**config.mk**
```make
export PLATFORM = sky130hd
export DESIGN_NAME = usb_ep_engine
export DESIGN_NICKNAME = d
export VERILOG_FILES = /design/src/rtl/usb_ep_pkg.sv /design/src/rtl/usb_ep_match.sv /design/src/rtl/usb_ep_rxcount.sv /design/src/rtl/usb_ep_addr.sv /design/src/rtl/usb_ep_engine.sv
export SDC_FILE = /design/constraint.sdc
export NUM_CORES = 1
export LEC_CHECK = 0
export ABC_CLOCK_PERIOD_IN_PS = 4000
export BUFFER_PORTS_ARGS = -buffer_cell sky130_fd_sc_hd__buf_2
export CELL_PAD_IN_SITES_DETAIL_PLACEMENT = 1
export CELL_PAD_IN_SITES_GLOBAL_PLACEMENT = 1
export CORE_AREA = 2 2 71 100
export CTS_CLUSTER_SIZE = 10
export DETAILED_ROUTE_END_ITERATION = 8
export DIE_AREA = 0 0 73 102
export HOLD_SLACK_MARGIN = 0.05
export PLACE_DENSITY = 0.88
export RECOVER_POWER = 100
export SLEW_MARGIN = 25
export SYNTH_ARGS = -nofsm -noshare
export SYNTH_HDL_FRONTEND = slang
export SYNTH_SLANG_ARGS = --single-unit
```
**constraint.sdc**
```tcl
create_clock -name clk -period 4 [get_ports clk]
set_input_delay 0.6 -clock clk [delete_from_list [all_inputs] [get_ports clk]]
set_output_delay 0.6 -clock clk [all_outputs]
set_load 0.05 [all_outputs]
```
**src/rtl/usb_ep_pkg.sv**
```systemverilog
package usb_ep_pkg;

  typedef enum logic [1:0] {
    TK_OUT   = 2'b00,
    TK_IN    = 2'b01,
    TK_SETUP = 2'b10,
    TK_NONE  = 2'b11
  } tok_kind_t;

  typedef enum logic [1:0] {
    RSP_ACK   = 2'b00,
    RSP_NAK   = 2'b01,
    RSP_STALL = 2'b10,
    RSP_DATA  = 2'b11
  } rsp_t;

  typedef enum logic [1:0] {
    MD_OFF   = 2'b00,
    MD_OUT   = 2'b01,
    MD_IN    = 2'b10,
    MD_UNDEF = 2'b11
  } mode_t;

  typedef enum logic [1:0] {
    PH_IDLE = 2'b00,
    PH_RX   = 2'b01,
    PH_INW  = 2'b10
  } phase_t;

  localparam logic [2:0] CODE_IN_ACK = 3'b000;
  localparam logic [2:0] CODE_IN_NAK = 3'b001;
  localparam logic [2:0] CODE_SETUP  = 3'b011;
  localparam logic [2:0] CODE_ISO    = 3'b111;

  // OUT completion code: the received data PID sits in the top bit
  function automatic logic [2:0] out_code(input logic pid1);
    return {pid1, 2'b10};
  endfunction

endpackage

```
**src/rtl/usb_ep_match.sv**
```systemverilog
module usb_ep_match
  import usb_ep_pkg::*;
#(
  parameter int EPN_W = 4
) (
  input  logic             tok_valid,
  input  logic [1:0]       tok_kind,
  input  logic [EPN_W-1:0] tok_ep,
  input  logic [EPN_W-1:0] cfg_ep,
  input  logic [1:0]       mode,
  output logic             hit_out,
  output logic             hit_in,
  output logic             hit_setup
);
  logic addr_ok;
  logic is_out_ep;
  logic is_in_ep;

  assign addr_ok   = tok_valid && (tok_ep == cfg_ep);
  assign is_out_ep = (mode == MD_OUT);
  assign is_in_ep  = (mode == MD_IN);

  assign hit_out   = addr_ok && (tok_kind == TK_OUT) && is_out_ep;
  assign hit_in    = addr_ok && (tok_kind == TK_IN) && is_in_ep;
  assign hit_setup = addr_ok && (tok_kind == TK_SETUP) && (is_out_ep || is_in_ep);
endmodule

```
**src/rtl/usb_ep_rxcount.sv**
```systemverilog
module usb_ep_rxcount #(
  parameter int W = 10
) (
  input  logic         clk,
  input  logic         rst_n,
  input  logic         clr,
  input  logic         inc,
  output logic [W-1:0] cnt
);
  localparam logic [W-1:0] TOP = '1;

  always_ff @(posedge clk) begin
    if (!rst_n)            cnt <= '0;
    else if (clr)          cnt <= '0;
    else if (inc && cnt != TOP) cnt <= cnt + 1'b1;
  end
endmodule

```
**src/rtl/usb_ep_addr.sv**
```systemverilog
module usb_ep_addr #(
  parameter int          SEG_W     = 6,
  parameter int          ADDR_W    = 16,
  parameter int unsigned BASE_ADDR = 32'h0100
) (
  input  logic [SEG_W-1:0]  seg,
  output logic [ADDR_W-1:0] addr
);
  function automatic logic [ADDR_W-1:0] seg_start(input logic [SEG_W-1:0] s);
    return ADDR_W'(BASE_ADDR) + (ADDR_W'(s) << 3);
  endfunction

  assign addr = seg_start(seg);
endmodule

```
**src/rtl/usb_ep_engine.sv**
```systemverilog
module usb_ep_engine
  import usb_ep_pkg::*;
#(
  parameter int          LEN_W     = 9,
  parameter int          EPN_W     = 4,
  parameter int          SEG_W     = 6,
  parameter int          ADDR_W    = 16,
  parameter int unsigned BASE_ADDR = 32'h0100,
  parameter int          SETUP_LEN = 8
) (
  input  logic              clk,
  input  logic              rst_n,
  input  logic              cfg_wr,
  input  logic [EPN_W-1:0]  cfg_ep,
  input  logic [1:0]        cfg_mode,
  input  logic              cfg_iso,
  input  logic              cfg_stall,
  input  logic              cfg_clr_stall_setup,
  input  logic              cfg_toggle,
  input  logic              seg_wr,
  input  logic [SEG_W-1:0]  seg_val,
  input  logic              len_wr,
  input  logic [LEN_W-1:0]  len_val,
  input  logic              clr_rdy,
  input  logic              tok_valid,
  input  logic [1:0]        tok_kind,
  input  logic [EPN_W-1:0]  tok_ep,
  input  logic              rx_byte,
  input  logic              rx_eop,
  input  logic              rx_pid1,
  input  logic              in_fin,
  output logic              rsp_vld,
  output logic [1:0]        rsp,
  output logic              data_pid,
  output logic [ADDR_W-1:0] buf_addr,
  output logic [2:0]        status,
  output logic              overrun,
  output logic              evt,
  output logic [LEN_W-1:0]  len_rd
);
  localparam int CNT_W = LEN_W + 1;

  logic [EPN_W-1:0] ep_q;
  mode_t            mode_q;
  logic             iso_q, stall_q, cstall_q, tog_q;
  logic [SEG_W-1:0] seg_q;
  logic [LEN_W-1:0] len_q;
  logic             armed_q, setup_q;
  phase_t           ph_q;
  rsp_t             rsp_q;
  logic             rsp_vld_q, pid_q, ovr_q, evt_q;
  logic [2:0]       status_q;

  // named internal events
  logic             hit_out, hit_in, hit_setup;
  logic             in_rx, tok_take, eop_go, in_done;
  logic [CNT_W-1:0] rx_cnt;
  logic             cnt_over, setup_over;

  assign in_rx    = (ph_q == PH_RX);
  assign tok_take = tok_valid && !in_rx;
  assign eop_go   = in_rx && rx_eop;
  assign in_done  = (ph_q == PH_INW) && in_fin && !tok_valid;

  usb_ep_match #(.EPN_W(EPN_W)) match_i (
    .tok_valid (tok_take),
    .tok_kind  (tok_kind),
    .tok_ep    (tok_ep),
    .cfg_ep    (ep_q),
    .mode      (mode_q),
    .hit_out   (hit_out),
    .hit_in    (hit_in),
    .hit_setup (hit_setup)
  );

  usb_ep_rxcount #(.W(CNT_W)) cnt_i (
    .clk   (clk),
    .rst_n (rst_n),
    .clr   (hit_out || hit_setup),
    .inc   (in_rx && rx_byte && !rx_eop),
    .cnt   (rx_cnt)
  );

  usb_ep_addr #(.SEG_W(SEG_W), .ADDR_W(ADDR_W), .BASE_ADDR(BASE_ADDR)) addr_i (
    .seg  (seg_q),
    .addr (buf_addr)
  );

  assign cnt_over   = rx_cnt > {1'b0, len_q};
  assign setup_over = rx_cnt > CNT_W'(SETUP_LEN);

  always_ff @(posedge clk) begin
    if (!rst_n) begin
      ep_q      <= '0;
      mode_q    <= MD_OFF;
      iso_q     <= 1'b0;
      stall_q   <= 1'b0;
      cstall_q  <= 1'b0;
      tog_q     <= 1'b0;
      seg_q     <= '0;
      len_q     <= '0;
      armed_q   <= 1'b0;
      setup_q   <= 1'b0;
      ph_q      <= PH_IDLE;
      rsp_q     <= RSP_ACK;
      rsp_vld_q <= 1'b0;
      pid_q     <= 1'b0;
      ovr_q     <= 1'b0;
      evt_q     <= 1'b0;
      status_q  <= CODE_IN_ACK;
    end else begin
      rsp_vld_q <= 1'b0;
      evt_q     <= 1'b0;

      if (tok_take) begin
        ph_q <= PH_IDLE;
        if (hit_in) begin
          if (stall_q) begin
            rsp_vld_q <= 1'b1;
            rsp_q     <= RSP_STALL;
          end else if (armed_q) begin
            rsp_vld_q <= 1'b1;
            rsp_q     <= RSP_DATA;
            pid_q     <= tog_q;
            ph_q      <= PH_INW;
          end else if (!iso_q) begin
            rsp_vld_q <= 1'b1;
            rsp_q     <= RSP_NAK;
            status_q  <= CODE_IN_NAK;
          end
        end else if (hit_out || hit_setup) begin
          ph_q    <= PH_RX;
          setup_q <= hit_setup;
        end
      end else if (eop_go) begin
        ph_q <= PH_IDLE;
        if (setup_q) begin
          rsp_vld_q <= 1'b1;
          rsp_q     <= RSP_ACK;
          status_q  <= CODE_SETUP;
          evt_q     <= 1'b1;
          ovr_q     <= ovr_q | setup_over;
          if (cstall_q) stall_q <= 1'b0;
        end else if (stall_q) begin
          rsp_vld_q <= 1'b1;
          rsp_q     <= RSP_STALL;
        end else if (!armed_q) begin
          if (!iso_q) begin
            rsp_vld_q <= 1'b1;
            rsp_q     <= RSP_NAK;
          end
        end else begin
          len_q    <= cnt_over ? len_q : rx_cnt[LEN_W-1:0];
          ovr_q    <= ovr_q | cnt_over;
          armed_q  <= 1'b0;
          evt_q    <= 1'b1;
          status_q <= iso_q ? CODE_ISO : out_code(rx_pid1);
          if (!iso_q) begin
            rsp_vld_q <= 1'b1;
            rsp_q     <= RSP_ACK;
          end
        end
      end else if (in_done) begin
        ph_q     <= PH_IDLE;
        armed_q  <= 1'b0;
        evt_q    <= 1'b1;
        status_q <= iso_q ? CODE_ISO : CODE_IN_ACK;
        if (!iso_q) tog_q <= ~tog_q;
      end

      // software writes take precedence over same-cycle hardware updates
      if (cfg_wr) begin
        ep_q     <= cfg_ep;
        mode_q   <= mode_t'(cfg_mode);
        iso_q    <= cfg_iso;
        stall_q  <= cfg_stall;
        cstall_q <= cfg_clr_stall_setup;
        tog_q    <= cfg_toggle;
      end
      if (seg_wr) seg_q <= seg_val;
      if (len_wr) begin
        len_q   <= len_val;
        armed_q <= 1'b1;
        ovr_q   <= 1'b0;
      end
      if (clr_rdy) armed_q <= 1'b0;
    end
  end

  assign rsp_vld  = rsp_vld_q;
  assign rsp      = rsp_q;
  assign data_pid = pid_q;
  assign status   = status_q;
  assign overrun  = ovr_q;
  assign evt      = evt_q;
  assign len_rd   = len_q;
endmodule

```
==> results of run 1 <==
==> cell usage after synthesis (2+ instances only) <==
cell type	number	area (µm²)
a211oi_1	2	15.0
a21o_1	2	15.0
a21oi_1	10	50.1
a31oi_1	12	75.1
and4_1	3	26.3
buf_4	9	67.6
clkbuf_1	10	37.5
dfxtp_1	48	961
ha_1	13	163
inv_1	23	86.3
mux2i_1	16	160
nand2_1	23	86.3
nand2b_1	2	12.5
nand3_1	8	40.0
nand3b_1	10	75.1
nand4_1	4	25.0
nor2_1	35	131
nor2b_1	4	25.0
nor3_1	8	40.0
nor4_1	2	12.5
nor4_4	2	42.5
o21ai_0	6	30.0
o221a_2	2	22.5
o22ai_1	2	12.5
or3_1	4	25.0
or3b_1	5	43.8
xnor2_1	9	78.8
xor2_1	4	35.0
==> registers in the layout (all words and copies together) (netlist names), 2 cells and up <==
signal,flops
cnt_i.cnt,10
len_rd,9
seg_q,6
ep_q,4
status,3
mode_q,2
ph_q,2
rsp,2
==> final cells by class <==
cell class              instances  area, µm²  area share
clock buffers                   6       72.6      0.0245
clock inverters                 2       35.0      0.0118
inverters                      23       86.3      0.0291
multi-input cells             216       1420       0.479
flip-flops and latches         48        961       0.324
well taps                      74       92.6      0.0312
repair buffers                 66        298       0.100
==> kinds of logic after synthesis <==
| family | count (synthesis) | synth area share |
|---|---|---|
| and+or+nand+nor | 118 | 0.251 |
| DFF | 48 | 0.369 |
| AOI/OAI and AO/OA | 46 | 0.126 |
| buffers and inverters | 45 | 0.0812 |
| muxes | 17 | 0.0658 |
| adders and majority gates | 13 | 0.0624 |
| xor gates and xnor gates | 13 | 0.0437 |
| other | 1 | 0.00144 |
==> where the power goes <==
group,leakage [µW],switching [µW],internal (µW),total (µW)
combinational,0.000764,110,51.0,161
clock,0.0000552,168,186,354
sequential,0.000392,13.2,494,507
==> path summary, 6_finish.rpt <==
| kind | slack (ns) | to | depth (start not counted) | startpoint |
|---|---|---|---|---|
| min | 0.47 | status[1] | 2 | status[1] |
| max reg2reg | 1.57 | cnt_i.cnt[9] | 6 | cnt_i.cnt[3] |
| min reg2reg | 0.47 | status[1] | 2 | status[1] |
| max | 1.57 | cnt_i.cnt[9] | 6 | cnt_i.cnt[3] |
==> per-layer routing <==
metal / vias to the layer above / global-route usage / part of all wire
met5: - / 0 / 0
met4: 0 / 0.0798 / 0.0092
met3: 5 / 0.0227 / 0.028
met2: 49 / 0.357 / 0.55
met1: 1128 / 0.212 / 0.41
li1: 1145 / - / -
==> per-stage QoR <==
stage / hold slack (ns) / total power, µW / util
CTS: 0.468 / 1040 / 0.466
floorplan: 0.461 / 642 / -
detailed placement: 0.462 / 684 / 0.449
finish: 0.475 / 1020 / 0.454
global route: 0.464 / 1070 / 0.454
global placement: 0.449 / 678 / 0.449
==> tightest hold or removal path: stages (launching register included) <==
cell and delay, ns:
dfxtp_1 0.32, nand2_1 0.05, o22ai_1 0.06
==> results by group, run 1 <==
Outcome
  – Status: complete, no violations

Power
  – Leak pwr: around 0.0012 µW
  – PwrDens: around 340 nW/µm²
  – Worst vdd ir: ~0.14 mV

Place
  – Port buffer count: 66
  – Worst slack at placement: ~1.6 ns
  – Placed Instances: between 400 and 500
  – Routability Congestion: 0.827
  – DP Area: 2930 µm²
  – Dpl hpwl: 5150 µm

Worst setup path
  – Top delay family on crit path: compound AO/OA/AOI/OAI gates
  – Setup crit start kind: flip-flop
  – Critical path class: flip-flop to flip-flop
  – CP Cell Sequence: nand4_1, o41ai_1, nor2_1, nand4_1, xor2_1, nor2_1
  – CP Max Fanout: 9
  – Crit. End Element: flip-flop
  – WP data arrival: between 2 and 3 ns
  – CP max stage delay: ~0.92 ns
  – Req. time, crit path: between 4 and 5 ns
  – Slowest stage cell, crit path: o41ai_1
  – Buffers plus inverters on the worst setup path: 0

Cells and area
  – Finished Layout Cells: about 440
  – Fillers: approximately 800
  – Most frequent cells in the layout: dfxtp_1 (48), buf_2 (40), nor2_1 (35)
  – Share of layout cells above drive strength 1: 0.150
  – Final Instance Area: slightly below 3000 µm²
  – Area delta synth->final: 13.8%
  – Final layout net count: 415
  – Antenna diode count: 0
  – Most common cell after layout, fill and taps aside: dfxtp_1

Floorplanning
  – Die X: roughly 73 µm
  – Die ar.: 7450 µm²
  – Row cnt: 35
  – # IOs: 76
  – Die height: around 100 µm
  – Starting Density: 0.399
  – Core Footprint: ~6500 µm²

Run
  – Max cap viols: 0

Logic synthesis
  – Asr flop ratio synth: 0
  – Top_reg_cell synth: dfxtp_1
  – Warnings, synthesis: 0
  – #FFs+latches synth: between 40 and 50
  – Synth Instances: 301
  – Post-synth EDFFs: 0
  – Yosys cell types: 51
  – Sequential area share after synthesis: 0.369
  – Synth Cell Area: about 2600 µm²
  – Syn_area_per_cell: 8.65 µm²

Routing
  – DRC: 0
  – DRT antenna net count: 0
  – Routed WL: 6660 µm
  – Detailed Routing Iterations Pass 1: 4
  – Vias per cell: around 5.3
  – DR iter-0 viols: a little over 80
  – Drt wl/cell: 15.3 µm
  – Vias: 2,327

Timing
  – Sum Neg Setup Slack: 0 ns
  – Slew margin rel.: 0.292
  – # setup viols final: 0
  – Final max-slew violation count: 0
  – Fmax: just over 0.4 GHz
  – Post-route clock period utilization: 0.607
  – Worst Setup Slack, final: between 1.5 and 2 ns
  – Post-Route Skew: 0.0141 ns
  – Worst-Margin Slew: 1.06 ns
  – Hold Fails Final Rpt: 0
  – Final min period: around 2.4 ns
  – RSZ-0062 raised after global routing: no

CTS
  – Root buffer cell: clkbuf_8
  – Clock-pin slew on the worst setup and hold paths: roughly 0.10 ns
  – H-tree depth: 2
  – Post-CTS setup buffer count: 0
  – CTS-repair resized insts: 0
  – Clk buf depth: 2
  – Hold_buf cts: 0
  – CTS tree: done
  – Clk_lat worst skew: 0.31 ns
  – Clock sinks: 48
  – CTS buffer count: 5

Global routing
  – Initial antenna violation count: 0
  – First-pass GRT wire length: about 11,000 µm
  – Vias in the first global route: approximately 2,400
  – Largest net degree at the start of global routing: 33
  – Total Routing Usage GR: 0.191
  – Congestion Overflow GR: 0

Worst hold path
  – Hold crit path type: flip-flop to flip-flop
(Power assumes the default switching activity.)
==> run 2, diff against run 1 <==
--- a/config.mk
+++ b/config.mk
@@ -5,16 +5,17 @@
 export SDC_FILE = /design/constraint.sdc
 export NUM_CORES = 1
 export LEC_CHECK = 0
-export ABC_CLOCK_PERIOD_IN_PS = 4000
+export ABC_AREA = 1
+export ABC_CLOCK_PERIOD_IN_PS = 2470
 export BUFFER_PORTS_ARGS = -buffer_cell sky130_fd_sc_hd__buf_2
 export CELL_PAD_IN_SITES_DETAIL_PLACEMENT = 1
 export CELL_PAD_IN_SITES_GLOBAL_PLACEMENT = 1
-export CORE_AREA = 2 2 71 100
+export CORE_AREA = 2 2 77 108
 export CTS_CLUSTER_SIZE = 10
 export DETAILED_ROUTE_END_ITERATION = 8
-export DIE_AREA = 0 0 73 102
+export DIE_AREA = 0 0 79 110
 export HOLD_SLACK_MARGIN = 0.05
-export PLACE_DENSITY = 0.88
+export PLACE_DENSITY = 0.83
 export RECOVER_POWER = 100
 export SLEW_MARGIN = 25
 export SYNTH_ARGS = -nofsm -noshare
==> constraint.sdc (replaced) <==
create_clock -name clk -period 2.47 [get_ports clk]
set_input_delay 0.3705 -clock clk [delete_from_list [all_inputs] [get_ports clk]]
set_output_delay 0.3705 -clock clk [all_outputs]
set_load 0.05 [all_outputs]
==> run 2 against run 1 <==
Effect of this change: global-route usage is 0.059 points higher; count of clock-buffer cells in the layout is 1 lower; worst hold slack worse by 0.22 ns; via count is 19% higher; first-iteration DRC count is 4.9% higher; sequential cell count stayed put; critical path depth is 2 higher; final area is 5.8% higher; die area is 17% higher; sequential share of layout area is 1.8 points lower; synthesized cell count is 32% higher; critical endpoint is now len_rd[3]; highest routed layer unchanged.
==> results by group, run 2 <==
Worst setup path
  – CP Cell Sequence: nand2_1, nor2_1, inv_4, nor3_4, nand2_1, nand2_4, nand2_1, a21oi_1
  – Cell mode on critical path: nand2_1
  – Top delay family on crit path: simple AND/OR/NAND/NOR gates
  – CP Max Fanout: 10
  – Slowest stage cell, crit path: nor2_1
  – Buffers plus inverters on the worst setup path: 1
  – Setup crit start kind: flip-flop
  – Crit. End Element: flip-flop
  – Critical path class: flip-flop to flip-flop
  – WP data arrival: around 2.2 ns
  – CP max stage delay: 0.43 ns
  – Req. time, crit path: 2.70 ns

Floorplanning
  – Row cnt: 38
  – Die height: roughly 110 µm
  – Die ar.: slightly below 9000 µm²
  – # IOs: 76
  – Core Footprint: a little under 8000 µm²
  – Die X: 79 µm
  – Starting Density: 0.352

Timing
  – # setup viols final: 0
  – Final max-slew violation count: 0
  – Hold Fails Final Rpt: 0
  – Final min period: between 1.5 and 2 ns
  – Hold_ws: ~0.26 ns
  – Slew margin rel.: 0.443
  – Fmax: 0.501 GHz
  – Post-route clock period utilization: 0.809
  – RSZ-0062 raised after global routing: no
  – Sum Neg Setup Slack: 0 ns
  – Post-Route Skew: just under 0.005 ns
  – Worst-Margin Slew: approximately 0.84 ns

Logic synthesis
  – Syn_area_per_cell: 6.85 µm²
  – Top-count cell post-synth: nand2_1
  – Synth Instances: ~400
  – Main area contributors after synthesis: dfxtp_1 (35%), nand2_1 (12%), inv_1 (7.2%)
  – Asr flop ratio synth: 0
  – Synth Cell Area: about 2700 µm²
  – Yosys top cell area share: 0.354
  – Yosys cell types: 33
  – Post-synth EDFFs: 0
  – Sequential area share after synthesis: 0.354
  – Top_reg_cell synth: dfxtp_1
  – Commonest cells post-synth: nand2_1 (84), inv_1 (52), dfxtp_1 (48)
  – #FFs+latches synth: 48
  – Post-synth top area cell: dfxtp_1
  – Warnings, synthesis: 0

Place
  – Placed Instances: about 550
  – Port buffer count: 66
  – Dpl hpwl: between 6000 and 7000 µm
  – Routability Congestion: about 0.89

Cells and area
  – Antenna diode count: 0
  – Share of layout cells above drive strength 1: 0.123
  – Largest register FFs: 10
  – Fillers: roughly 1,100
  – Area delta synth->final: 15.6%
  – Most common cell after layout, fill and taps aside: nand2_1
  – Top reg by flops: cnt_i.cnt
  – Most frequent cells in the layout: nand2_1 (89), inv_1 (52), dfxtp_1 (48)
  – Finished Layout Cells: around 560
  – Final layout net count: around 520

Power
  – Worst vdd ir: between 0.3 and 0.4 mV
  – Switching Share: 0.302
  – PwrDens: about 540 nW/µm²
  – Leak pwr: between 0.001 and 0.0015 µW
  – Net switching power: approximately 510 µW
  – Combinational Power Share: 0.162
  – Clock share of power: 0.353
  – Internal power: about 1200 µW
  – Sequential power share: 0.484

Global routing
  – Initial antenna violation count: 0
  – First-pass GRT wire length: about 13,000 µm
  – Vias in the first global route: ~3,000
  – Largest net degree at the start of global routing: 23
  – Total Routing Usage GR: 0.191
  – Congestion Overflow GR: 0

Routing
  – DR iter-0 viols: between 80 and 90
  – DRT antenna net count: 0
  – Vias: 2,778
  – Drt wl/cell: between 10 and 15 µm
  – Detailed Routing Iterations Pass 1: 4
  – DRC: 0
  – Vias per cell: a little under 5
  – Routed WL: between 7000 and 8000 µm

Run
  – Max cap viols: 0

CTS
  – Root buffer cell: clkbuf_8
  – Clock-pin slew on the worst setup and hold paths: approximately 0.09 ns
  – Hold_buf cts: 0
  – H-tree depth: 2
  – Clock sinks: 48
  – CTS-repair resized insts: 0
  – Post-CTS setup buffer count: 0
  – Clk buf depth: 2
  – CTS tree: done
  – Clk_lat worst skew: approximately 0.31 ns
  – CTS buffer count: 5

Worst hold path
  – Hold crit path type: primary input to flip-flop

Outcome
  – Status: complete, no violations
==> run 2: routing by layer <==
layer / wire, µm / share of wire / track usage / vias to the layer above
li1: - / - / - / 1388
met2: 4200 / 0.54 / 0.378 / 71
met3: 338 / 0.044 / 0.0383 / 20
met4: 259 / 0.034 / 0.0813 / 0
met5: 0 / 0 / 0 / -
met1: 2910 / 0.38 / 0.190 / 1299
==> run 2: worst paths after layout <==
| path | from | to | slack (ns) | depth (start not counted) |
|---|---|---|---|---|
| worst max-delay path | ph_q[0] | len_rd[3] | 0.47 | 8 |
| worst min-delay path | clr_rdy | armed_q | 0.26 | 2 |
| worst max register to register | ph_q[0] | len_rd[3] | 0.47 | 8 |
| worst min register to register | cstall_q | cstall_q | 0.46 | 2 |
==> run 2: cell type report <==
class	instances	area, µm²	area share
multi-input combinational	284	1430	0.454
sequential	48	961	0.306
timing repair buffer	67	302	0.0961
inverter	55	209	0.0666
clock inverter	3	46.3	0.0148
tap	100	125	0.0399
clock buffer	5	68.8	0.0219
==> run 2: through the flow <==
step           worst slack [ns]   util  cell area (µm²)  total power (µW)
2_1_floorplan             0.589      -             2740              1050
3_3_place_gp              0.799  0.404             3110              1120
3_5_place_dp              0.674  0.404             3110              1130
4_1_cts                   0.661  0.418             3220              1730
5_1_grt                   0.300  0.407             3140              1780
6_report                  0.472  0.407             3140              1690
==> run 2: kinds of logic (layout without fill, tap and decap cells) <==
kind of cell / after synthesis / in the layout / synth area share
adder cells (fa/ha/maj): 13 / 13 / 0.0600
XOR/XNOR: 4 / 4 / 0.0129
flip-flops: 48 / 48 / 0.354
buffers and inverters: 72 / 130 / 0.113
other: 1 / 9 / 0.00138
AO/OA/AOI/OAI: 77 / 77 / 0.150
AND/OR/NAND/NOR: 181 / 181 / 0.309
==> run 2: power by group through the flow <==
stage                     clock network [µW]  logic, µW  registers (µW)
after floorplan                            0        166             884
after global placement                     0        281             837
after detailed placement                   0        288             838
after CTS                                619        289             820
after global routing                     652        308             824
final                                    598        275             820
==> run 3, diff against run 2 <==
--- a/config.mk
+++ b/config.mk
@@ -5,17 +5,17 @@
 export SDC_FILE = /design/constraint.sdc
 export NUM_CORES = 1
 export LEC_CHECK = 0
-export ABC_AREA = 1
-export ABC_CLOCK_PERIOD_IN_PS = 2470
+export ABC_AREA = 0
+export ABC_CLOCK_PERIOD_IN_PS = 1900
 export BUFFER_PORTS_ARGS = -buffer_cell sky130_fd_sc_hd__buf_2
 export CELL_PAD_IN_SITES_DETAIL_PLACEMENT = 1
 export CELL_PAD_IN_SITES_GLOBAL_PLACEMENT = 1
-export CORE_AREA = 2 2 77 108
+export CORE_AREA = 2 2 73 103
 export CTS_CLUSTER_SIZE = 10
 export DETAILED_ROUTE_END_ITERATION = 8
-export DIE_AREA = 0 0 79 110
+export DIE_AREA = 0 0 75 105
 export HOLD_SLACK_MARGIN = 0.05
-export PLACE_DENSITY = 0.83
+export PLACE_DENSITY = 0.84
 export RECOVER_POWER = 100
 export SLEW_MARGIN = 25
 export SYNTH_ARGS = -nofsm -noshare
==> constraint.sdc (replaced) <==
create_clock -name clk -period 1.9 [get_ports clk]
set_input_delay 0.285 -clock clk [delete_from_list [all_inputs] [get_ports clk]]
set_output_delay 0.285 -clock clk [all_outputs]
set_load 0.05 [all_outputs]
==> run 3 against run 2 <==
Effect of this change: the run now ends with setup timing left; maximum frequency down 6.6%; final area up 10%; die area down 9.4%; wire length up 3.4%; clock power up 13%; highest routed layer unchanged; sequential share of layout area down 1.9 points; sequential cell count unchanged; clock skew up 0.014 ns; non-clock buffer count up 37; critical path type unchanged; register-to-register slack worse by 0.71 ns; power up 26%; global-route usage up 2.0 points.
==> results by group, run 3 (synthesized netlist as in run 1, its figures left out) <==
Timing
  – Final min period: approximately 2.1 ns
  – Hold Fails Final Rpt: 0
  – RSZ-0062 raised after global routing: yes
  – Slew margin rel.: 0.599
  – Worst Setup Slack, final: -0.239 ns
  – Fmax: approximately 0.47 GHz
  – # setup viols final: 10
  – Final max-slew violation count: 0
  – Worst-Margin Slew: a little over 0.6 ns
  – Hold_ws: between 0.15 and 0.2 ns
  – Post-route clock period utilization: 1.13
  – Post-Route Skew: 0.0189 ns

Worst setup path
  – Flop2flop setup slack: -0.24 ns
  – R2r worst-path depth: 9
  – Setup crit start kind: flip-flop
  – CP max stage delay: ~0.38 ns
  – Req. time, crit path: 2.12 ns
  – CP Cell Sequence: inv_2, ha_4, a21o_1, a211oi_2, and4_4, o21ai_4, buf_6, or3b_4, a31oi_1
  – Top delay family on crit path: simple AND/OR/NAND/NOR gates
  – WP data arrival: roughly 2.4 ns
  – Crit. End Element: flip-flop
  – Buffers plus inverters on the worst setup path: 2
  – Slowest stage cell, crit path: or3b_4
  – Worst path depth: 9
  – CP Max Fanout: 5
  – Critical path class: flip-flop to flip-flop
  – Critical R2R Launch: len_rd[7]
  – Reg-to-Reg End: len_rd[3]

Global routing
  – First-pass GRT wire length: about 13,000 µm
  – Vias in the first global route: 2,714
  – Largest net degree at the start of global routing: 30
  – Congestion Overflow GR: 0
  – Initial antenna violation count: 0
  – Total Routing Usage GR: 0.211

Power
  – PwrDens: ~620 nW/µm²
  – Leak pwr: between 0.001 and 0.0015 µW
  – Switching Share: 0.293
  – Combinational Power Share: 0.190
  – Worst vdd ir: 0.254 mV
  – Sequential power share: 0.494
  – Clock share of power: 0.317
  – Internal power: between 1500 and 2000 µW
  – Net switching power: roughly 630 µW

Place
  – DP Area: 3290 µm²
  – Dpl hpwl: 5960 µm
  – Routability Congestion: roughly 0.87
  – Placed Instances: 480
  – Port buffer count: 66

Floorplanning
  – Row cnt: 36
  – # IOs: 76
  – Starting Density: 0.378
  – Die height: roughly 110 µm
  – Core Footprint: slightly below 7000 µm²
  – Die X: 75 µm
  – Die ar.: 7880 µm²

Routing
  – Drt wl/cell: between 15 and 20 µm
  – Vias per cell: ~5.2
  – DR iter-0 viols: about 80
  – Routed WL: approximately 8000 µm
  – Detailed Routing Iterations Pass 1: 4
  – Vias: approximately 2,600
  – DRT antenna net count: 0
  – DRC: 0

Worst hold path
  – Min-Delay Endpoint: armed_q
  – HP Start: clr_rdy
  – Hold crit path type: primary input to flip-flop
  – WHS Path Cells: 2

Run
  – Max cap viols: 0

Cells and area
  – Final layout net count: roughly 450
  – Largest register FFs: 10
  – Finished Layout Cells: around 490
  – Share of layout cells above drive strength 1: 0.318
  – Top reg by flops: cnt_i.cnt
  – Final Instance Area: roughly 3500 µm²
  – Most frequent cells in the layout: buf_2 (41), dfxtp_1 (35), nor2_1 (33)
  – Most common cell after layout, fill and taps aside: buf_2
  – Util after Layout: 0.502
  – Area delta synth->final: 32.8%
  – Antenna diode count: 0

Outcome
  – Status: complete, but fails checks
  – Failing checks: setup timing

CTS
  – Clk buf depth: 2
  – CTS tree: done
  – Clock-pin slew on the worst setup and hold paths: 0.10 ns
  – Hold_buf cts: 0
  – Clk_lat worst skew: roughly 0.31 ns
  – Clock sinks: 48
  – H-tree depth: 2
  – Root buffer cell: clkbuf_8
  – CTS buffer count: 5
[run 3: timing repair]
action / CTS / global route
pin swaps: 21 / 19
endpoints found under the setup margin: 11 / 17
resized for setup: 16 / 13
buffers inserted: 7 / 0
[run 3: layout make-up]
cell class	instances	area (µm²)
fill	876	3430
multi-input combinational	216	1570
sequential	48	995
timing repair buffer	104	589
tap	95	119
clock buffer	8	100
inverter	23	88.8
[run 3: worst max-delay path by stage]
stage | from | endpoint | slack, ns
final | len_rd[7] | len_rd[3] | -0.24
after global routing | len_rd[1] | len_rd[6] | -0.31
after CTS | len_rd[7] | len_rd[4] | -0.18
after detailed placement | cnt_i.cnt[7] | len_rd[7] | -0.25
after global placement | cnt_i.cnt[7] | len_rd[7] | -0.12
after floorplan | len_rd[7] | len_rd[0] | -0.15
[run 3: routing by layer]
metal,part of all wire,up-vias,GRT usage
li1,-,1228,-
met1,0.37,1237,0.222
met2,0.56,79,0.399
met3,0.039,19,0.0299
met4,0.031,0,0.0778
met5,0,-,0
[run 3: power by group through the flow]
stage	registers, µW	clock network [µW]	logic, µW
after global routing	1060	730	441
after detailed placement	1080	0	399
after floorplan	1150	0	208
after global placement	1080	0	386
after CTS	1060	703	416
final	1060	678	406
[run 3: worst register-to-register path, delay by kind of cell (launching register included)]
kind            cells  cell delay, ns
simple gates        2            0.67
compound gates      4            0.62
buf+inv             2            0.19
fa+ha+maj           1            0.20
flops               1            0.37
[run 3: through the flow]
step | total power (µW) | TNS [ns] | setup slack [ns]
detailed placement | 1480 | -1.76 | -0.246
floorplan | 1360 | -0.862 | -0.149
global route | 2230 | -3.16 | -0.311
global placement | 1460 | -0.930 | -0.121
finish | 2140 | -1.45 | -0.239
CTS | 2170 | -1.34 | -0.181
